File: config.mk
export PLATFORM = sky130hd
export DESIGN_NAME = ecc_err_addr_log
export DESIGN_NICKNAME = d
export VERILOG_FILES = /design/src/rtl/ecc_log_pkg.sv /design/src/rtl/ecc_log_dp.sv /design/src/rtl/ecc_log_ctrl.sv /design/src/rtl/ecc_err_addr_log.sv
export SDC_FILE = /design/constraint.sdc
export NUM_CORES = 1
export LEC_CHECK = 0
export ABC_AREA = 1
export BUFFER_PORTS_ARGS = -buffer_cell sky130_fd_sc_hd__buf_2
export CORE_MARGIN = 4
export CORE_UTILIZATION = 40
export DETAILED_ROUTE_END_ITERATION = 8
export GPL_ROUTABILITY_DRIVEN = 0
export PLACE_DENSITY = 0.58
export SLEW_MARGIN = 25
export SYNTH_ARGS = -nofsm -noshare
export SYNTH_HDL_FRONTEND = slang
export SYNTH_SLANG_ARGS = --single-unit
File: constraint.sdc
create_clock -name clk -period 2.7 [get_ports clk]
set_clock_uncertainty 0.05 [all_clocks]
set_input_delay 0.54 -clock clk [delete_from_list [all_inputs] [get_ports clk]]
set_output_delay 0.54 -clock clk [all_outputs]
set_load 0.05 [all_outputs]
File: src/rtl/ecc_log_pkg.sv
package ecc_log_pkg;
  localparam int unsigned DefDepth   = 4;
  localparam int unsigned DefAddrW   = 18;
  localparam int unsigned DefNumLogs = 3;

  typedef struct packed {
    logic clear;
    logic push;
    logic pop;
  } logCtrl_t;
endpackage

File: src/rtl/ecc_log_dp.sv
module ecc_log_dp
  import ecc_log_pkg::*;
#(
  parameter int unsigned Depth = DefDepth,
  parameter int unsigned AddrW = DefAddrW,
  localparam int unsigned CntW = $clog2(Depth + 1)
) (
  input  logic             clk,
  input  logic             rstN,
  input  logCtrl_t         ctrl,
  input  logic [AddrW-1:0] pushAddr,
  output logic [AddrW-1:0] headAddr,
  output logic [CntW-1:0]  count,
  output logic             dupHit
);
  logic [AddrW-1:0] entry     [Depth];
  logic [AddrW-1:0] shifted   [Depth];
  logic [AddrW-1:0] nextEntry [Depth];
  logic [CntW-1:0]  wrIdx;

  // next value of each slot when the head leaves
  for (genvar gi = 0; gi < Depth; gi++) begin : gShift
    if (gi == Depth - 1) begin : gLast
      assign shifted[gi] = '0;
    end else begin : gMid
      assign shifted[gi] = entry[gi+1];
    end
  end

  assign wrIdx = ctrl.pop ? count - 1'b1 : count;

  always_comb begin
    for (int i = 0; i < Depth; i++) begin
      nextEntry[i] = ctrl.pop ? shifted[i] : entry[i];
      if (ctrl.push && (CntW'(i) == wrIdx)) nextEntry[i] = pushAddr;
    end
  end

  always_comb begin
    dupHit = 1'b0;
    for (int i = 0; i < Depth; i++) begin
      if ((CntW'(i) < count) && (entry[i] == pushAddr)) dupHit = 1'b1;
    end
  end

  always_ff @(posedge clk) begin
    if (!rstN || ctrl.clear) begin
      count <= '0;
      for (int i = 0; i < Depth; i++) entry[i] <= '0;
    end else begin
      count <= count + CntW'(ctrl.push) - CntW'(ctrl.pop);
      for (int i = 0; i < Depth; i++) entry[i] <= nextEntry[i];
    end
  end

  assign headAddr = entry[0];
endmodule

File: src/rtl/ecc_log_ctrl.sv
module ecc_log_ctrl
  import ecc_log_pkg::*;
#(
  parameter int unsigned Depth = DefDepth,
  localparam int unsigned CntW = $clog2(Depth + 1)
) (
  input  logic            errIn,
  input  logic            rdIn,
  input  logic            clrIn,
  input  logic            discardDup,
  input  logic            dupHit,
  input  logic [CntW-1:0] count,
  output logCtrl_t        ctrl
);
  logic notEmpty;
  logic isFull;
  logic suppress;

  assign notEmpty = (count != '0);
  assign isFull   = (count == CntW'(Depth));
  assign suppress = discardDup && dupHit;

  always_comb begin
    ctrl.clear = clrIn;
    ctrl.pop   = rdIn && notEmpty && !clrIn;
    ctrl.push  = errIn && !clrIn && !suppress && (!isFull || ctrl.pop);
  end
endmodule

File: src/rtl/ecc_err_addr_log.sv
module ecc_err_addr_log
  import ecc_log_pkg::*;
#(
  parameter int unsigned NumLogs = DefNumLogs,
  parameter int unsigned Depth   = DefDepth,
  parameter int unsigned AddrW   = DefAddrW,
  localparam int unsigned CntW   = $clog2(Depth + 1)
) (
  input  logic                            clk,
  input  logic                            rstN,
  input  logic [NumLogs-1:0]              errStb,
  input  logic [AddrW-1:0]                errAddr,
  input  logic                            cfgWrEn,
  input  logic                            cfgDiscardDup,
  input  logic [NumLogs-1:0]              clrStb,
  input  logic [NumLogs-1:0]              rdStb,
  output logic [NumLogs-1:0][AddrW:0]     statusWord
);
  logic discardDup;
  logic [NumLogs-1:0][CntW-1:0] logCount;

  always_ff @(posedge clk) begin
    if (!rstN)        discardDup <= 1'b1;
    else if (cfgWrEn) discardDup <= cfgDiscardDup;
  end

  for (genvar g = 0; g < NumLogs; g++) begin : gLog
    logCtrl_t         ctrl;
    logic             dupHit;
    logic [AddrW-1:0] headAddr;
    logic             hasData;

    ecc_log_ctrl #(.Depth(Depth)) u_ctrl (
      .errIn(errStb[g]), .rdIn(rdStb[g]), .clrIn(clrStb[g]),
      .discardDup(discardDup), .dupHit(dupHit),
      .count(logCount[g]), .ctrl(ctrl)
    );

    ecc_log_dp #(.Depth(Depth), .AddrW(AddrW)) u_dp (
      .clk(clk), .rstN(rstN), .ctrl(ctrl), .pushAddr(errAddr),
      .headAddr(headAddr), .count(logCount[g]), .dupHit(dupHit)
    );

    assign hasData       = (logCount[g] != '0);
    assign statusWord[g] = {hasData, hasData ? headAddr : {AddrW{1'b0}}};
  end
endmodule

==> results.py, run 1 <==
metrics = {
    "yosys": {
        "synth_sequential_area_ratio_pct": 28.5,
        "synth_compound_area_share_pct": 7.88,
        "syn_inst": 2585,
        "synth_top_area_share_pct": 28.5,
        "synth-simple-area-share_pct": 46.4,
        "synthesis.nets": 2640,
        "ys_warn_count": 0,
        "synth_edf_count": 0,
        "synth_area_um2": 15900,
        "synth-seq-cells": 226,
        "muxShareOfSynthArea_pct": 0,
        "syn_area_per_cell_um2": 6.14,
        "yosys-top-cells-area": "dfxtp_1 (29%), nand2_1 (22%), nand3_1 (9.0%)",
        "yosys.area_share.adder_pct": 2.03,
        "ys_dominant_reg_cell": "dfxtp_1",
        "yosysTopAreaCell": "dfxtp_1",
        "async_flop_share_pct": 0,
        "synth.distinct_cells": 44,
        "synth-xor-area-share_pct": 4.01,
        "synth_top_family_by_area": "simple AND/OR/NAND/NOR gates",
    },
    "global_route": {
        "grt_pass1_vias": 16800,
        "grt_max_degree": 73,
        "use_met2_pct": 44.2,
        "overflow": 0,
        "grt.busiest_layer": "met2",
        "groute.usage.overall_pct": 27.7,
        "grtUsageMet3_pct": 3.63,
        "grtUsageMet1_pct": 38.3,
        "antenna_found_initial": 0,
        "grt_pass1_wl_mm": 97.4,
    },
    "floorplan": {
        "start_util_pct": 40.8,
        "core_area_um2": 38900,
        "rows": 72,
        "dieWidth_um": 207,
        "dieHeight_um": 207,
        "dieArea_um2": 42900,
        "io_pins": 88,
    },
    "layout": {
        "final_cell_mix": "nand2_1 (932), nand3_1 (284), dfxtp_1 (223), a21oi_1 (221), nand4_1 (185)",
        "area_growth_pct": 20.8,
        "nFillCells": 4026,
        "drive_gt1_share_pct": 15.6,
        "mostFrequentLayoutCell": "nand2_1",
        "antenna_cells": 0,
        "nets": 2735,
    },
    "critical_path": {
        "critical_path_class": "flop to primary output",
        "cp-end-kind": "primary output",
        "arrival_ns": 2.03,
        "crit_fanout": 18,
        "required_ns": 2.11,
        "critPathLaunchType": "flop",
    },
    "route": {
        "totalWireLength_mm": 62.1,
        "drt_iter0_drc": 1944,
        "wl_per_cell_um": 19.3,
        "ant_nets": 0,
        "vias": 17900,
        "dr.pass1.iters": 6,
        "vias_per_cell": 5.55,
        "drc_errors": 0,
    },
    "clock_network": {
        "cts_tree": "done",
        "root_buffer": "clkbuf_16",
        "numCtsBuffers": 28,
        "clk_path_buf_depth": 3,
        "clk_latency_ns": 0.58,
        "hold_buffers": 0,
        "cts_sinks": 226,
        "h-tree-depth": 1,
        "clk_pin_slew_ns": 0.06,
    },
    "timing": {
        "tns_ns": 0,
        "layout_worst_path_cycle_share_pct": 96.9,
        "hold_viol": 0,
        "slew_headroom_pct": 38.0,
        "hold_slack_ns": 0.150,
        "worst_pin_slew_ns": 0.929,
        "final-setup-viol-count": 0,
        "rsz0062_at_grt": "true",
        "drv_slew": 0,
        "min_period_ns": 2.62,
        "setup_ws_ns": 0.0833,
        "fmax_ghz": 0.382,
    },
    "placed_design": {
        "post-place-ws_ns": -0.247,
        "portBuffers": 87,
        "dp_hpwl_mm": 42.6,
    },
    "power": {
        "power_density_nw_per_um2": 488,
        "ir_drop_v": 0.000373,
        "p_leak_uw": 0.00780,
    },
    "min_path": {
        "hp-class": "primary input to flop",
    },
    "flow_run": {
        "maxCapViolations": 0,
    },
    "status": {
        "status": "finished, final reports clean",
    },
}
-- metal layers --
layer / part of all wire [%] / vias up
li1: - / 8558
met1: 43 / 8444
met2: 46 / 733
met3: 7.3 / 140
met4: 3.8 / 0
met5: 0 / -
-- cell usage after synthesis (5+ instances only) --
cell	number
nand3_2	15
xnor2_1	54
ha_1	21
inv_1	167
buf_4	26
nand3_1	284
nand4_1	185
dfxtp_1	226
or2_2	5
buf_1	13
xor2_1	15
nand2_1	936
inv_2	19
o21ai_0	6
nor2_1	166
a21oi_1	222
buf_6	7
clkbuf_1	67
buf_2	93
nand3_4	10
-- cells by family (layout without fill, tap and decap cells) --
family,count (synthesis),count (layout)
and+or+nand+nor,1628,1628
buffers and inverters,399,514
AOI/OAI and AO/OA,237,237
DFF,226,226
xor gates and xnor gates,71,71
adders and majority gates,24,24
-- sequential cells by signal, indices dropped and copies added (netlist names) --
| register | count |
|---|---|
| gLog.u_dp.entry | 216 |
| gLog.u_dp.count | 9 |
| discardDup | 1 |
-- final timing paths --
path	start	end	slack, ns	depth (start not counted)
max reg2reg	gLog[1].u_dp.count[1]$_SDFF_PP0_	gLog[1].u_dp.count[1]$_SDFF_PP0_	0.18	16
min reg2reg	gLog[2].u_dp.entry[0][3]$_SDFFE_PP0P_	gLog[2].u_dp.entry[0][3]$_SDFFE_PP0P_	0.44	2
min	cfgDiscardDup	discardDup$_SDFFE_PN1P_	0.15	3
max	gLog[1].u_dp.count[1]$_SDFF_PP0_	statusWord[21]	0.08	7
-- report_power, final --
group	leakage, uW	switching (uW)	internal, uW
combinational	0.00548	1110	566
sequential	0.00183	52.2	3390
clock	0.000497	1610	2620
-- timing repair --
item	4_1_cts	5_1_grt
setup buffers	3	0
endpoints found under the setup margin	55	111
gates cloned	0	0
pin swaps	2	0
resized for setup	23	56
-- area by class of cell --
type / instances / area, um2 / share of cell area, %
multi-input combinational: 1960 / 9640 / 50.3
sequential: 226 / 4530 / 23.6
timing repair buffer: 273 / 2610 / 13.6
clock buffer: 42 / 845 / 4.41
inverter: 191 / 729 / 3.81
tap: 518 / 648 / 3.38
clock inverter: 8 / 165 / 0.862
-- critical path, cell delays in order (launching register included) --
cell      delay (ns)
dfxtp_2         0.37
inv_1           0.11
ha_1            0.22
nand2_2         0.14
clkinv_1        0.08
buf_4           0.21
nor2_1          0.14
buf_4           0.22
-- per-stage QoR --
step	cell area (um2)	std cells	power, uW	utilization, %
final	19200	3218	9340	49.2
after global routing	19200	3218	9620	49.2
after CTS	19100	3218	9340	49.0
after detailed placement	18000	3165	5150	46.2
after global placement	18000	3165	5140	46.2
after floorplan	15900	2585	4480	-
Note: power is estimated with default switching activity, not from simulation.
==> run 2: changes to the inputs <==
--- a/config.mk
+++ b/config.mk
@@ -11,7 +11,8 @@
 export CORE_UTILIZATION = 40
 export DETAILED_ROUTE_END_ITERATION = 8
 export GPL_ROUTABILITY_DRIVEN = 0
-export PLACE_DENSITY = 0.58
+export PLACE_DENSITY = 0.56
+export SETUP_SLACK_MARGIN = 0.3
 export SLEW_MARGIN = 25
 export SYNTH_ARGS = -nofsm -noshare
 export SYNTH_HDL_FRONTEND = slang
==> constraint.sdc (replaced) <==
create_clock -name clk -period 3.35 [get_ports clk]
set_clock_uncertainty 0.05 [all_clocks]
set_input_delay 0.67 -clock clk [delete_from_list [all_inputs] [get_ports clk]]
set_output_delay 0.67 -clock clk [all_outputs]
set_load 0.05 [all_outputs]
==> run 2 against run 1 <==
Against the previous run: sequential cell count unchanged; critical path type unchanged; hold slack gained 0.12 ns; critical path depth is the same; via count decreased by 2.1%; critical endpoint is now statusWord[34]; routed wire length is 1.7% higher; cell count down 2.6%; first-iteration DRC count shrank 4.1%.
==> results.py, run 2 (same netlist as run 1, synthesis figures left out) <==
metrics = {
    "timing": {
        "slew_headroom_pct": 42.7,
        "final-setup-viol-count": 0,
        "worst_pin_slew_ns": 0.860,
        "min_period_ns": 2.96,
        "hold_viol": 0,
        "fmax_ghz": 0.338,
        "tns_ns": 0,
        "drv_slew": 0,
        "rsz0062_at_grt": "false",
        "layout_worst_path_cycle_share_pct": 88.4,
    },
    "clock_network": {
        "clk_pin_slew_ns": 0.06,
        "h-tree-depth": 1,
        "clk_path_buf_depth": 3,
        "cts_tree": "done",
        "cts_sinks": 226,
        "root_buffer": "clkbuf_16",
        "numCtsBuffers": 29,
        "clk_latency_ns": 0.57,
    },
    "route": {
        "wl_per_cell_um": 20.2,
        "dr.pass1.iters": 5,
        "vias_per_cell": 5.59,
        "drc_errors": 0,
        "vias": 17500,
        "drt_iter0_drc": 1864,
        "totalWireLength_mm": 63.1,
        "ant_nets": 0,
    },
    "global_route": {
        "grt_pass1_wl_mm": 96.0,
        "grt_pass1_vias": 16000,
        "grt_max_degree": 76,
        "antenna_found_initial": 0,
        "overflow": 0,
        "groute.usage.overall_pct": 27.7,
    },
    "floorplan": {
        "dieHeight_um": 207,
        "core_area_um2": 38900,
        "io_pins": 88,
        "dieArea_um2": 42900,
        "dieWidth_um": 207,
        "rows": 72,
        "start_util_pct": 40.8,
    },
    "critical_path": {
        "arrival_ns": 2.24,
        "crit_start": "gLog[1].u_dp.count[1]$_SDFF_PP0_",
        "r2r_start": "gLog[1].u_dp.count[1]$_SDFF_PP0_",
        "critical_path_class": "flop to primary output",
        "required_ns": 2.63,
        "crit_fanout": 18,
        "cp_slowest_cell": "dfxtp_1",
        "cp_slowest_stage_delay_ns": 0.42,
        "critPathLaunchType": "flop",
        "path_cells": "inv_1, ha_1, nand2_2, clkinv_1, buf_4, nor2_1, buf_2",
        "cp-end-kind": "primary output",
    },
    "power": {
        "clock_power_share_pct": 43.9,
        "switching_share_pct": 30.8,
        "seqPwrFrac_pct": 38.8,
        "p_leak_uw": 0.00718,
        "internal-power_uw": 4950,
        "ir_drop_v": 0.000276,
        "power_density_nw_per_um2": 400,
        "pwr-share-comb_pct": 17.3,
        "switchingPower_uw": 2200,
        "finalPower_uw": 7140,
    },
    "layout": {
        "regMostFlops": "gLog.u_dp.entry",
        "mostFrequentLayoutCell": "nand2_1",
        "drive_gt1_share_pct": 12.1,
        "area_growth_pct": 12.7,
        "largest_reg_flops": 216,
        "final_cell_mix": "nand2_1 (933), nand3_1 (284), dfxtp_1 (226), a21oi_1 (222), nand4_1 (185)",
        "final_core_util_pct": 46.0,
        "nFillCells": 4104,
        "nets": 2652,
        "reg_top3": "gLog.u_dp.entry (216), gLog.u_dp.count (9), discardDup (1)",
    },
    "placed_design": {
        "dp_hpwl_mm": 40.8,
        "portBuffers": 87,
    },
    "min_path": {
        "hp-start": "cfgDiscardDup",
        "hp-class": "primary input to flop",
    },
    "status": {
        "status": "finished, final reports clean",
    },
    "flow_run": {
        "maxCapViolations": 0,
    },
}
## run 2: cell types whose count changed in the layout (fill, tap and decap cells not counted), sizes merged
| cell | previous run | this run |
|---|---|---|
| inv | 188 | 186 |
| nand3 | 309 | 311 |
| diode | 0 | 1 |
| buf | 270 | 183 |
| bufinv | 5 | 1 |
| clkbuf | 45 | 50 |
## run 2: worst paths after layout
path / endpoint / slack [ns] / depth (start not counted)
setup / recovery: statusWord[34] / 0.39 / 7
hold / removal: discardDup$_SDFFE_PN1P_ / 0.27 / 3
setup reg to reg: gLog[1].u_dp.entry[1][2]$_SDFFE_PP0P_ / 0.46 / 13
hold reg to reg: gLog[0].u_dp.entry[0][14]$_SDFFE_PP0P_ / 0.45 / 2
## run 2: stage by stage
step                      instance area [um2]  std cells  setup WS, ns  hold WS, ns
after floorplan                         15900       2585         0.414        0.422
after global placement                  16900       3080         0.237        0.435
after detailed placement                16900       3080         0.237        0.440
after CTS                               17800       3128         0.326        0.259
after global routing                    17900       3132         0.302        0.313
final                                   17900       3133         0.387        0.269
## run 2: what timing repair did
item	CTS	global route
gates resized for setup	0	8
hold endpoints to repair	0	0
endpoints found under the setup margin	0	30
buffers inserted	0	2
hold buffers	0	0
## run 2: layout make-up
type                       instances  area [um2]  share of cell area (%)
antenna                            1        2.50                  0.0140
multi-input combinational       1962        9630                    53.8
tap                              518         648                    3.62
timing repair buffer             187        1440                    8.04
clock inverter                     2        35.0                   0.196
inverter                         191         719                    4.02
sequential                       226        4520                    25.3
clock buffer                      46         890                    4.97
## run 2: per-layer routing
layer  up-vias  share of wire (%)  track usage, %  wire (um)
met5         -                  0               0          0
met4         0                4.2            10.7       2660
met3       150                8.8            4.92       5580
met2       791                 44            43.3      28100
met1      8174                 42            38.2      26800
li1       8384                  -               -          -
## run 2: worst max-delay path, delay by kind of cell (launching register included)
family        cells  cell delay (ns)
fa+ha+maj         1             0.24
buf+inv           4             0.69
simple gates      2             0.31
flops             1             0.42
## run 2: power groups by stage
stage / clock network [uW] / logic (uW) / registers, uW
3_5_place_dp: 0 / 1200 / 2830
2_1_floorplan: 0 / 784 / 2820
3_3_place_gp: 0 / 1200 / 2830
4_1_cts: 3180 / 1210 / 2770
6_report: 3140 / 1230 / 2770
5_1_grt: 3270 / 1330 / 2780
==> run 3: changes to the inputs <==
--- a/config.mk
+++ b/config.mk
@@ -12,6 +12,7 @@
 export DETAILED_ROUTE_END_ITERATION = 8
 export GPL_ROUTABILITY_DRIVEN = 0
 export PLACE_DENSITY = 0.56
+export RECOVER_POWER = 100
 export SETUP_SLACK_MARGIN = 0.3
 export SLEW_MARGIN = 25
 export SYNTH_ARGS = -nofsm -noshare
==> run 3 against run 2 <==
Against the previous run: cell area down 1.2%; maximum frequency down 5.0%; setup slack worse by 0.16 ns.
==> results.py, run 3 (same netlist as run 1, synthesis figures left out) <==
metrics = {
    "status": {
        "status": "finished, final reports clean",
    },
    "critical_path": {
        "cp-end-kind": "primary output",
        "ff2ff_setup_slack_ns": 0.34,
        "crit_start": "gLog[2].u_dp.count[1]$_SDFF_PP0_",
        "r2r-end": "gLog[2].u_dp.entry[3][1]$_SDFFE_PP0P_",
        "r2r_start": "gLog[2].u_dp.count[1]$_SDFF_PP0_",
        "critPathLaunchType": "flop",
        "critical_path_class": "flop to primary output",
        "required_ns": 2.63,
        "crit_fanout": 18,
        "arrival_ns": 2.40,
        "ff2ff_path_depth": 12,
        "crit_end": "statusWord[48]",
    },
    "layout": {
        "drive_gt1_share_pct": 9.79,
        "reg_top3": "gLog.u_dp.entry (216), gLog.u_dp.count (9), discardDup (1)",
        "area_growth_pct": 11.3,
        "mostFrequentLayoutCell": "nand2_1",
        "regMostFlops": "gLog.u_dp.entry",
        "largest_reg_flops": 216,
        "nFillCells": 4152,
        "nets": 2652,
        "final_core_util_pct": 45.4,
        "final_cell_mix": "nand2_1 (937), nand3_1 (294), dfxtp_1 (226), a21oi_1 (224), nand4_1 (185)",
    },
    "floorplan": {
        "core_area_um2": 38900,
        "rows": 72,
        "dieArea_um2": 42900,
        "dieHeight_um": 207,
        "start_util_pct": 40.8,
        "io_pins": 88,
        "dieWidth_um": 207,
    },
    "timing": {
        "setup_ws_ns": 0.232,
        "hold_viol": 0,
        "tns_ns": 0,
        "layout_worst_path_cycle_share_pct": 93.1,
        "fmax_ghz": 0.321,
        "worst_pin_slew_ns": 0.878,
        "drv_slew": 0,
        "slew_headroom_pct": 41.5,
        "final-setup-viol-count": 0,
        "min_period_ns": 3.12,
        "rsz0062_at_grt": "false",
    },
    "power": {
        "switchingPower_uw": 2190,
        "p_leak_uw": 0.00696,
        "seqPwrFrac_pct": 38.9,
        "pwr-share-comb_pct": 17.1,
        "clock_power_share_pct": 44.0,
        "ir_drop_v": 0.000276,
        "internal-power_uw": 4940,
        "switching_share_pct": 30.7,
        "power_density_nw_per_um2": 403,
    },
    "clock_network": {
        "clk_latency_ns": 0.57,
        "h-tree-depth": 1,
        "cts_sinks": 226,
        "root_buffer": "clkbuf_16",
        "hold_buffers": 0,
        "cts_tree": "done",
        "numCtsBuffers": 29,
        "clk_pin_slew_ns": 0.06,
        "clk_path_buf_depth": 3,
    },
    "global_route": {
        "antenna_found_initial": 0,
        "groute.usage.overall_pct": 27.7,
        "grt_max_degree": 76,
        "grt_pass1_vias": 16000,
        "grt_pass1_wl_mm": 96.0,
        "overflow": 0,
    },
    "route": {
        "ant_nets": 0,
        "totalWireLength_mm": 63.4,
        "vias": 17500,
        "wl_per_cell_um": 20.2,
        "drc_errors": 0,
        "vias_per_cell": 5.58,
        "dr.pass1.iters": 5,
        "drt_iter0_drc": 1904,
    },
    "placed_design": {
        "portBuffers": 87,
        "dp_hpwl_mm": 40.8,
        "post-place-ws_ns": 0.237,
    },
    "flow_run": {
        "maxCapViolations": 0,
    },
    "min_path": {
        "hp-class": "primary input to flop",
    },
}
==> run 3: changes by cell type in the layout (fill, tap and decap cells not counted), moves of 3 or more <==
| cell | delta |
|---|---|
| buf_2 | -40 |
| clkbuf_1 | +40 |
| clkbuf_2 | +8 |
| buf_4 | -5 |
| nand2_2 | -3 |
| nand3_2 | -7 |
| nand2_1 | +4 |
| nand3_4 | -3 |
| nand3_1 | +10 |
==> run 3: stage by stage <==
stage	total power, uW	hold WS [ns]	instances	instance area (um2)
floorplan	3600	0.422	2585	15900
global placement	4030	0.435	3080	16900
detailed placement	4030	0.440	3080	16900
CTS	7160	0.259	3128	17800
global route	7360	0.313	3132	17700
finish	7120	0.272	3133	17700
==> run 3: worst max-delay path, stage by stage, from the launching register on <==
cell      delay [ns]
dfxtp_1         0.40
inv_1           0.12
ha_1            0.26
nand2_4         0.11
clkinv_1        0.06
buf_4           0.20
nor2_1          0.12
clkbuf_1        0.54
==> run 3: layout make-up <==
cell class                 count  area [um2]  area share [%]
clock buffer                  46         890            5.04
timing repair buffer         187        1360            7.67
sequential                   226        4520            25.6
inverter                     191         719            4.07
antenna                        1        2.50          0.0142
multi-input combinational   1962        9490            53.7
tap                          518         648            3.67
clock inverter                 2        35.0           0.198
==> run 3: power by group through the flow <==
stage | registers (uW) | logic, uW | clock network [uW]
final | 2770 | 1220 | 3130
after global routing | 2780 | 1310 | 3270
after CTS | 2770 | 1210 | 3180
after detailed placement | 2830 | 1200 | 0
after global placement | 2830 | 1200 | 0
after floorplan | 2820 | 784 | 0
==> run 3: worst min path at each step <==
stage                                                   to  cells past startpoint                                    from  slack, ns
global placement     gLog[1].u_dp.entry[3][5]$_SDFFE_PP0P_                      2   gLog[1].u_dp.entry[3][5]$_SDFFE_PP0P_       0.44
CTS                                discardDup$_SDFFE_PN1P_                      3                           cfgDiscardDup       0.26
finish                             discardDup$_SDFFE_PN1P_                      3                           cfgDiscardDup       0.27
detailed placement  gLog[2].u_dp.entry[1][16]$_SDFFE_PP0P_                      2  gLog[2].u_dp.entry[1][16]$_SDFFE_PP0P_       0.44
global route                       discardDup$_SDFFE_PN1P_                      3                           cfgDiscardDup       0.31
floorplan           gLog[1].u_dp.entry[3][16]$_SDFFE_PP0P_                      2  gLog[1].u_dp.entry[3][16]$_SDFFE_PP0P_       0.42
==> run 3: per-layer routing <==
metal	vias to the layer above	part of all wire, %	global-route usage, %	routed length [um]
met5	-	0	0	0
met4	0	4.2	10.7	2690
met3	144	9.1	4.92	5800
met2	817	44	43.3	28000
met1	8127	43	38.2	27000
li1	8382	-	-	-
==> run 3: timing repair <==
item / in CTS / in global routing
endpoints found under the hold margin: 0 / 0
gates resized for setup: 0 / 8
endpoints found under the setup margin: 0 / 30
setup buffers: 0 / 2
